**src/rtl/dma_arb_pkg.sv**
```systemverilog
package dma_arb_pkg;
  // Channel count must stay a power of two: rotation wraps by truncation.
  localparam int CH_N = 4;
  localparam int CH_W = $clog2(CH_N);

  typedef logic [CH_N-1:0][CH_W-1:0] order_t;

  typedef enum logic [1:0] {
    PM_FIX_A  = 2'b00,
    PM_FIX_B  = 2'b01,
    PM_RR_SEL = 2'b10,
    PM_RR_ALL = 2'b11
  } pmode_e;

  // Index order 0,1,2,3: fixed order A and rotation start order.
  function automatic order_t seq_order();
    order_t o;
    for (int p = 0; p < CH_N; p++) o[p] = CH_W'(p);
    return o;
  endfunction

  // Fixed order B: 0, then 2..N-1, with 1 last.
  function automatic order_t alt_order();
    order_t o;
    o[0] = '0;
    for (int p = 1; p < CH_N - 1; p++) o[p] = CH_W'(p + 1);
    o[CH_N-1] = CH_W'(1);
    return o;
  endfunction
endpackage

```
**src/rtl/dma_arb_pick.sv**
```systemverilog
module dma_arb_pick
  import dma_arb_pkg::*;
#(
  parameter int N = CH_N,
  parameter int W = CH_W
) (
  input  order_t         order,
  input  logic [N-1:0]   req,
  output logic           hit,
  output logic [W-1:0]   win
);
  // Scan from lowest rank upward so the highest-ranked requester is kept last.
  always_comb begin
    hit = 1'b0;
    win = '0;
    for (int p = N - 1; p >= 0; p--) begin
      if (req[order[p]]) begin
        hit = 1'b1;
        win = order[p];
      end
    end
  end
endmodule

```
**src/rtl/dma_arb_order.sv**
```systemverilog
module dma_arb_order
  import dma_arb_pkg::*;
#(
  parameter int N = CH_N,
  parameter int W = CH_W
) (
  input  logic         clk,
  input  logic         rst,
  input  logic         load_base,
  input  logic         adv,
  input  pmode_e       mode,
  input  logic [N-1:0] rr_mask,
  input  logic [W-1:0] served,
  output order_t       order_q
);
  order_t rot_next;
  order_t sel_next;

  // Full rotation: the channel after the served one takes the top rank.
  always_comb begin
    for (int p = 0; p < N; p++) rot_next[p] = served + W'(p + 1);
  end

  // Selective rotation: the served channel goes to the last rotating slot,
  // and the later rotating channels move up one rotating slot each.
  always_comb begin
    logic [W-1:0] pos;
    logic [W-1:0] pend;
    sel_next = order_q;
    pos = '0;
    for (int p = 0; p < N; p++)
      if (order_q[p] == served) pos = W'(p);
    pend = pos;
    for (int p = 0; p < N; p++) begin
      if (p > int'(pos) && rr_mask[order_q[p]]) begin
        sel_next[pend] = order_q[p];
        pend = W'(p);
      end
    end
    sel_next[pend] = served;
  end

  always_ff @(posedge clk) begin
    if (rst || load_base) begin
      order_q <= seq_order();
    end else if (adv) begin
      if (mode == PM_RR_ALL)
        order_q <= rot_next;
      else if (mode == PM_RR_SEL && rr_mask[served])
        order_q <= sel_next;
    end
  end
endmodule

```
**src/rtl/dma_prio_arb.sv**
```systemverilog
module dma_prio_arb
  import dma_arb_pkg::*;
#(
  parameter int N = CH_N,
  parameter int W = CH_W
) (
  input  logic         clk,
  input  logic         rst,
  input  logic [N-1:0] req,
  input  logic [1:0]   prio_mode,
  input  logic [N-1:0] rr_en,
  input  logic         xfer_done,
  output logic [N-1:0] grant,
  output logic [W-1:0] grant_idx
);
  logic         busy_q;
  logic [N-1:0] grant_q;
  logic [W-1:0] idx_q;
  pmode_e       mode_q;
  logic [N-1:0] rr_q;
  order_t       order_q;
  order_t       eff_order;
  pmode_e       mode_in;
  logic         cfg_chg;
  logic         hit;
  logic [W-1:0] win;
  logic         arb_fire;
  logic         done_ok;

  assign mode_in  = pmode_e'(prio_mode);
  assign cfg_chg  = (mode_in != mode_q) || (rr_en != rr_q);
  assign arb_fire = !busy_q && hit;
  assign done_ok  = busy_q && xfer_done;

  always_comb begin
    case (mode_in)
      PM_FIX_A: eff_order = seq_order();
      PM_FIX_B: eff_order = alt_order();
      default:  eff_order = cfg_chg ? seq_order() : order_q;
    endcase
  end

  dma_arb_pick #(.N(N), .W(W)) u_pick (
    .order (eff_order),
    .req   (req),
    .hit   (hit),
    .win   (win)
  );

  dma_arb_order #(.N(N), .W(W)) u_order (
    .clk       (clk),
    .rst       (rst),
    .load_base (arb_fire && cfg_chg),
    .adv       (done_ok),
    .mode      (mode_q),
    .rr_mask   (rr_q),
    .served    (idx_q),
    .order_q   (order_q)
  );

  always_ff @(posedge clk) begin
    if (rst) begin
      busy_q  <= 1'b0;
      grant_q <= '0;
      idx_q   <= '0;
      mode_q  <= PM_FIX_A;
      rr_q    <= '0;
    end else if (arb_fire) begin
      busy_q  <= 1'b1;
      grant_q <= {{(N-1){1'b0}}, 1'b1} << win;
      idx_q   <= win;
      mode_q  <= mode_in;
      rr_q    <= rr_en;
    end else if (done_ok) begin
      busy_q  <= 1'b0;
      grant_q <= '0;
    end
  end

  assign grant     = grant_q;
  assign grant_idx = idx_q;
endmodule

```
**config.mk**
```make
export PLATFORM = sky130hd
export DESIGN_NAME = dma_prio_arb
export DESIGN_NICKNAME = d
export VERILOG_FILES = /design/src/rtl/dma_arb_pkg.sv /design/src/rtl/dma_arb_pick.sv /design/src/rtl/dma_arb_order.sv /design/src/rtl/dma_prio_arb.sv
export SDC_FILE = /design/constraint.sdc
export NUM_CORES = 1
export LEC_CHECK = 0
export BUFFER_PORTS_ARGS = -buffer_cell sky130_fd_sc_hd__buf_2
export CORE_MARGIN = 2
export CORE_UTILIZATION = 45
export CTS_CLUSTER_DIAMETER = 40
export CTS_CLUSTER_SIZE = 20
export DETAILED_ROUTE_END_ITERATION = 8
export HOLD_SLACK_MARGIN = 0.06
export SYNTH_ARGS = -nofsm -noshare
export SYNTH_HDL_FRONTEND = slang
export SYNTH_SLANG_ARGS = --single-unit
```
**constraint.sdc**
```tcl
create_clock -name clk -period 5.9 [get_ports clk]
set_input_delay 1.18 -clock clk [delete_from_list [all_inputs] [get_ports clk]]
set_output_delay 1.18 -clock clk [all_outputs]
set_load 0.03 [all_outputs]
```
# Yosys cells after proc, flatten, opt, wreduce, memory -nomap -nowiden
# Index checks and enable logic that the tools add are counted.
# op_classes
add_sub_neg	3
order_cmp	19
eq_ne	8
shifts	1
n_mux	53
reduce_logical	18
# ops
operator	n
$mux 8	6
$lt 2x3->1 const B	12
$bwmux 8	4
$mux 2	13
$bmux 1 s2	8
$demux 2 s2	4
$pmux 8 s2	1
$mux 1	15
$logic_and 1x1->1	11
$ge 2x1->1 const B	4
$mux 4	2
$eq 2x2->1	3
$add 2x2->2 const B	2
$eq 2x2->1 const B	2
$gt 2x2->1 const A	2
$ne 4x4->1	1
$reduce_bool 2->1	2
$shl 1x2->4 const A	1
$add 2x1->2 const B	1
$eq 2x1->1 const B	1
$gt 1x2->1 const A	1
$logic_not 2->1	1
$logic_or 1x1->1	2
$ne 2x2->1	1
2 further kinds	2
# totals
ff_bits	21
inputBits	13
out_inout_bits	6
elab_cells	111

# Depth between registers and ports, before layout
# logic_depth
ltp_word	18
ltp_mapped	10

# Hierarchy
# Synthesis repeated with hierarchy kept, for this count alone.
# hier_totals
cells_unflattened	235
hier_area_um2	1921.8
# by_module_without_submodules
module	instances	cells_each	area_each_um2	seq_area_each_um2
dma_arb_order	1	116	987.2	160.2
dma_prio_arb	1	80	646.9	260.2
dma_arb_pick	1	39	287.8	0.0

# Worst setup path after synthesis
# Ideal clock, no wire load.
# synth_path
path_type	input-to-reg
start	input rr_en[3]
end	register idx_q[1], in the netlist grant_idx[1]
t_arrival_ps	2937
required_time_ps	5773
path_slack_ps	2836
path_stages	10
n_path_buf	2
cell_sequence	xnor2_1 -> and4_1 -> buf_6 -> nand2_1 -> o221ai_2 -> o211ai_4 -> o31ai_4 -> buf_6 -> mux2i_1 -> nor2_1
# synth_via
elab_chain_len	11
word_cells_on_any_way	21
classes_between	1 x eq/ne; 18 x mux; 2 x reduce/logical
# synth_lines
element	line	source
start: declaration	dma_prio_arb.sv:11	input logic [N-1:0] rr_en,
$ne 4x4->1 (*)	dma_prio_arb.sv:31	assign cfg_chg = (mode_in != mode_q) || (rr_en != rr_q);
$logic_or 1x1->1 (*)	dma_prio_arb.sv:31	
$mux 8 (*)	dma_prio_arb.sv:39	default: eff_order = cfg_chg ? seq_order() : order_q;
$pmux 8 s2 (*)	dma_prio_arb.sv:36	case (mode_in)
$bmux 1 s2	dma_arb_pick.sv:17	if (req[order[p]]) begin
$mux 1 (implied by the code)	dma_arb_pick.sv:17	
$mux 1 (4 in series)	dma_arb_pick.sv:17	
$logic_and 1x1->1	dma_prio_arb.sv:32	assign arb_fire = !busy_q && hit;
end signal: assignment	dma_prio_arb.sv:71	idx_q <= win;
end: declaration	dma_prio_arb.sv:18	logic [W-1:0] idx_q;
# Every way passes the cells marked *; elsewhere a longest branch is shown, timed or not. The select of a mux whose other input is x is not followed.
# A chain may end at the register's enable or synchronous reset.

# Worst setup path after layout
# layout_path
start	input rr_en[3]
end	register u_order.order_q[5] in the netlist's numbering
# layout_via
elab_chain_len	13
word_cells_on_any_way	19
classes_between	1 x eq/ne; 14 x mux; 4 x reduce/logical
# layout_lines
element	line	source
$ne 4x4->1 (*)	dma_prio_arb.sv:31	
$logic_or 1x1->1 (*)	dma_prio_arb.sv:31	
$mux 8	dma_prio_arb.sv:39	
$pmux 8 s2	dma_prio_arb.sv:36	
$bmux 1 s2	dma_arb_pick.sv:17	
$mux 1 (implied by the code)	dma_arb_pick.sv:17	
$mux 1 (4 in series)	dma_arb_pick.sv:17	
$logic_and 1x1->1	dma_prio_arb.sv:32	
$logic_and 1x1->1 (*)	dma_prio_arb.sv:53	.load_base (arb_fire && cfg_chg),
$logic_or 1x1->1 (*)	dma_arb_order.sv:44	if (rst || load_base) begin
end signal: assignment	dma_arb_order.sv:45	order_q <= seq_order();
end signal: assignment	dma_arb_order.sv:48	order_q <= rot_next;
end signal: assignment	dma_arb_order.sv:50	order_q <= sel_next;
end: declaration	dma_arb_order.sv:14	output order_t order_q
# Marks and branches as above.

==> metrics.txt <==
# TYPE chip_impl_metric gauge
chip_impl_info{name="outcome",value="finished, final reports clean"} 1
chip_impl_metric{name="slew_violations",unit=""} 0
chip_impl_metric{name="h-tree-depth",unit=""} 1
chip_impl_metric{name="clock-skew-final",unit="ns"} 0.00157
chip_impl_metric{name="grt_overflow",unit=""} 0
chip_impl_metric{name="hold_slack",unit="ns"} 0.446
chip_impl_metric{name="die-area",unit="µm²"} 4900
chip_impl_metric{name="drc_violations_left",unit=""} 0
chip_impl_metric{name="worst_skew_pair.late_latency",unit="ns"} 0.26
chip_impl_metric{name="clock.fmax",unit="MHz"} 263
chip_impl_metric{name="finalWeightedCongestion",unit=""} 0.881
chip_impl_metric{name="core_region_area",unit="µm²"} 4260
chip_impl_info{name="crit_path_end_kind",value="flip-flop"} 1
chip_impl_metric{name="port-buffer-count",unit=""} 18
chip_impl_metric{name="grt_max_degree",unit=""} 16
chip_impl_info{name="crit_type",value="in2reg"} 1
chip_impl_info{name="synth_top_area_cell",value="dfxtp_1"} 1
chip_impl_metric{name="first_pass_iters",unit=""} 4
chip_impl_metric{name="number_of_global_route_vias_before_repair",unit=""} 1629
chip_impl_metric{name="floorplan.io_pins",unit=""} 19
chip_impl_metric{name="postCtsHoldBufs",unit=""} 0
chip_impl_metric{name="postSynth.asyncResetShare",unit=""} 0
chip_impl_metric{name="fin_setup_tns",unit="ns"} 0
chip_impl_info{name="synth_flop_cell",value="dfxtp_1"} 1
chip_impl_metric{name="cts_made_buffers",unit=""} 3
chip_impl_metric{name="sequential_element_share_of_the_synthesized_area",unit=""} 0.214
chip_impl_metric{name="dr_vias",unit=""} 1844
chip_impl_metric{name="arrival",unit="ns"} 3.96
chip_impl_metric{name="power_per_cell_area",unit="nW/µm²"} 167
chip_impl_info{name="synth.area.top_cells",value="dfxtp_1 21%, mux2i_1 7.1%, a21oi_1 5.1%"} 1
chip_impl_metric{name="antenna-diode-count",unit=""} 0
chip_impl_metric{name="crit_required",unit="ns"} 6.06
chip_impl_metric{name="detail-route-antenna-nets",unit=""} 0
chip_impl_metric{name="post_drt_wl_per_cell",unit="µm"} 16.8
chip_impl_metric{name="layout.nets",unit=""} 255
chip_impl_metric{name="crit_path_max_fanout",unit=""} 12
chip_impl_metric{name="postCtsResizedCells",unit=""} 0
chip_impl_metric{name="yosys.area.top_type_share",unit=""} 0.214
chip_impl_metric{name="initial_utilization",unit=""} 0.460
chip_impl_metric{name="syn_area",unit="µm²"} 1960
chip_impl_metric{name="die_h",unit="µm"} 70.0
chip_impl_metric{name="row_count",unit=""} 24
chip_impl_metric{name="cts.reportedPaths.clkPinSlew",unit="ns"} 0.08
chip_impl_metric{name="syn-mean-instance-area",unit="µm²"} 8.21
chip_impl_metric{name="hold_viol_final",unit=""} 0
chip_impl_metric{name="synth_cell_type_count",unit=""} 66
chip_impl_metric{name="slew-limit-headroom",unit=""} 0.314
chip_impl_metric{name="synth_enable_flop_cells",unit=""} 0
chip_impl_metric{name="final-setup-viol-count",unit=""} 0
chip_impl_metric{name="detailed_place_hpwl",unit="µm"} 3640
chip_impl_metric{name="fin_crit_sh",unit=""} 0.644
chip_impl_metric{name="final_period_minus_worst_setup_slack",unit="ns"} 3.80
chip_impl_info{name="cts_root_buffer",value="clkbuf_8"} 1
chip_impl_info{name="hold_path.class",value="reg2reg"} 1
chip_impl_metric{name="grt.total_usage",unit=""} 0.209
chip_impl_metric{name="drv_cap",unit=""} 0
chip_impl_metric{name="syn_to_final_growth",unit="%"} 5.10
chip_impl_metric{name="max-vdd-ir-drop",unit="mV"} 0.147
chip_impl_metric{name="postSynthCellCount",unit=""} 239
chip_impl_metric{name="floorplan.die.width",unit="µm"} 70.0
chip_impl_metric{name="routed_via_density",unit=""} 6.29
chip_impl_metric{name="wl",unit="µm"} 4920
chip_impl_metric{name="clock_tree.buffer_depth",unit=""} 2
chip_impl_metric{name="tightest_slew",unit="ns"} 1.03
chip_impl_metric{name="yosysWarningCount",unit=""} 0
chip_impl_info{name="cts_tree",value="yes"} 1
chip_impl_metric{name="drt_first_iter_violations",unit=""} 174
chip_impl_metric{name="grt_antenna_before_repair",unit=""} 0
chip_impl_metric{name="leakagePower",unit="µW"} 0.000798
chip_impl_metric{name="post_cts_buffers",unit=""} 0
chip_impl_info{name="setup.worst_path.start_class",value="input port"} 1
chip_impl_metric{name="wire_length_of_the_first_global_routing_pass",unit="µm"} 8300
chip_impl_metric{name="share_of_final_layout_standard_cells_stronger_than_drive_strength_1",unit=""} 0.166
chip_impl_info{name="synth_common_cells",value="21 x dfxtp_1, 21 x nor2_1, 20 x a21oi_1, 18 x nand2_1, 14 x mux2i_1"} 1
chip_impl_metric{name="ys_ff_latch",unit=""} 21
chip_impl_info{name="unrepaired_setup_endpoints_after_global_routing",value="false"} 1
chip_impl_metric{name="cts.sinks",unit=""} 21
chip_impl_metric{name="postSynthNetCount",unit=""} 252
[registers in the layout, indices dropped and copies added, names as in the netlist]
name / count
busy_q: 1
grant: 4
grant_idx: 2
mode_q: 2
rr_q: 4
u_order.order_q: 8
[cell type report]
type	instances	area, µm²
Clock inverter	1	5.00
Clock buffer	3	41.3
Inverter	7	26.3
Sequential cell	21	420
Multi-Input combinational cell	191	1410
Tap cell	52	65.1
Timing Repair Buffer	18	90.1
Fill cell	442	2200
[metrics by stage]
| stage | cells | utilization | instance area [µm²] | worst slack [ns] | power, µW |
|---|---|---|---|---|---|
| 6_report | 293 | 0.484 | 2060 | 2.10 | 344 |
| 4_1_cts | 293 | 0.484 | 2060 | 2.10 | 346 |
| 3_3_place_gp | 289 | 0.473 | 2020 | 1.90 | 251 |
| 5_1_grt | 293 | 0.484 | 2060 | 1.87 | 362 |
| 3_5_place_dp | 289 | 0.473 | 2020 | 1.85 | 251 |
| 2_1_floorplan | 239 | - | 1960 | 2.84 | 232 |
[power breakdown]
group          internal [µW]  switching, µW  total, µW
sequential               147           8.97        156
clock                   47.1           48.2       95.3
combinational           39.1           53.3       92.3
total                    233            110        344
[path summary, 6_finish.rpt]
| path | from | end | slack [ns] | cells after the start |
|---|---|---|---|---|
| worst min-delay path | grant[3] | grant[3] | 0.45 | 2 |
| worst min register to register | grant[3] | grant[3] | 0.45 | 2 |
| worst max register to register | rr_q[3] | u_order.order_q[5] | 2.67 | 8 |
| worst max-delay path | rr_en[3] | u_order.order_q[5] | 2.10 | 9 |
[routing by layer]
metal  share of wire  wire length (µm)  vias to the layer above  GRT usage
met4           0.034               167                        0      0.105
met3           0.042               208                       17     0.0332
met1            0.50              2440                      862      0.299
met2            0.43              2100                       55      0.306
met5               0                 0                        -          0
li1                -                 -                      910          -
[placed cells by master, fill, tap and decap left out, types with 4 or more instances in the layout]
cell type  instances
nor2_1            21
dfxtp_1           21
a21oi_1           20
nand2_1           18
buf_2             18
mux2i_1           14
o21ai_0           11
xnor2_1            8
inv_1              7
xor2_1             6
nand3_1            5
nand2b_1           4
o22ai_1            4
a211oi_1           4
[cells by family (layout without fill, tap and decap cells)]
logic type / after synthesis / after routing / share of synthesized area
AO/OA/AOI/OAI: 86 / 86 / 0.346
AND/OR/NAND/NOR: 71 / 71 / 0.179
buffers and inverters: 27 / 29 / 0.0650
flip-flops: 21 / 21 / 0.214
multiplexers: 20 / 20 / 0.134
XOR/XNOR: 14 / 14 / 0.0625
[critical path, cell delays in order]
cell	delay, ns
buf_2	0.11
xnor2_1	0.17
and4_1	0.47
nand2_1	0.28
o221ai_2	0.32
o211ai_4	0.14
o31ai_4	0.69
o21bai_1	0.31
a211o_1	0.28
No activity file was read; power rests on OpenSTA's default activity.
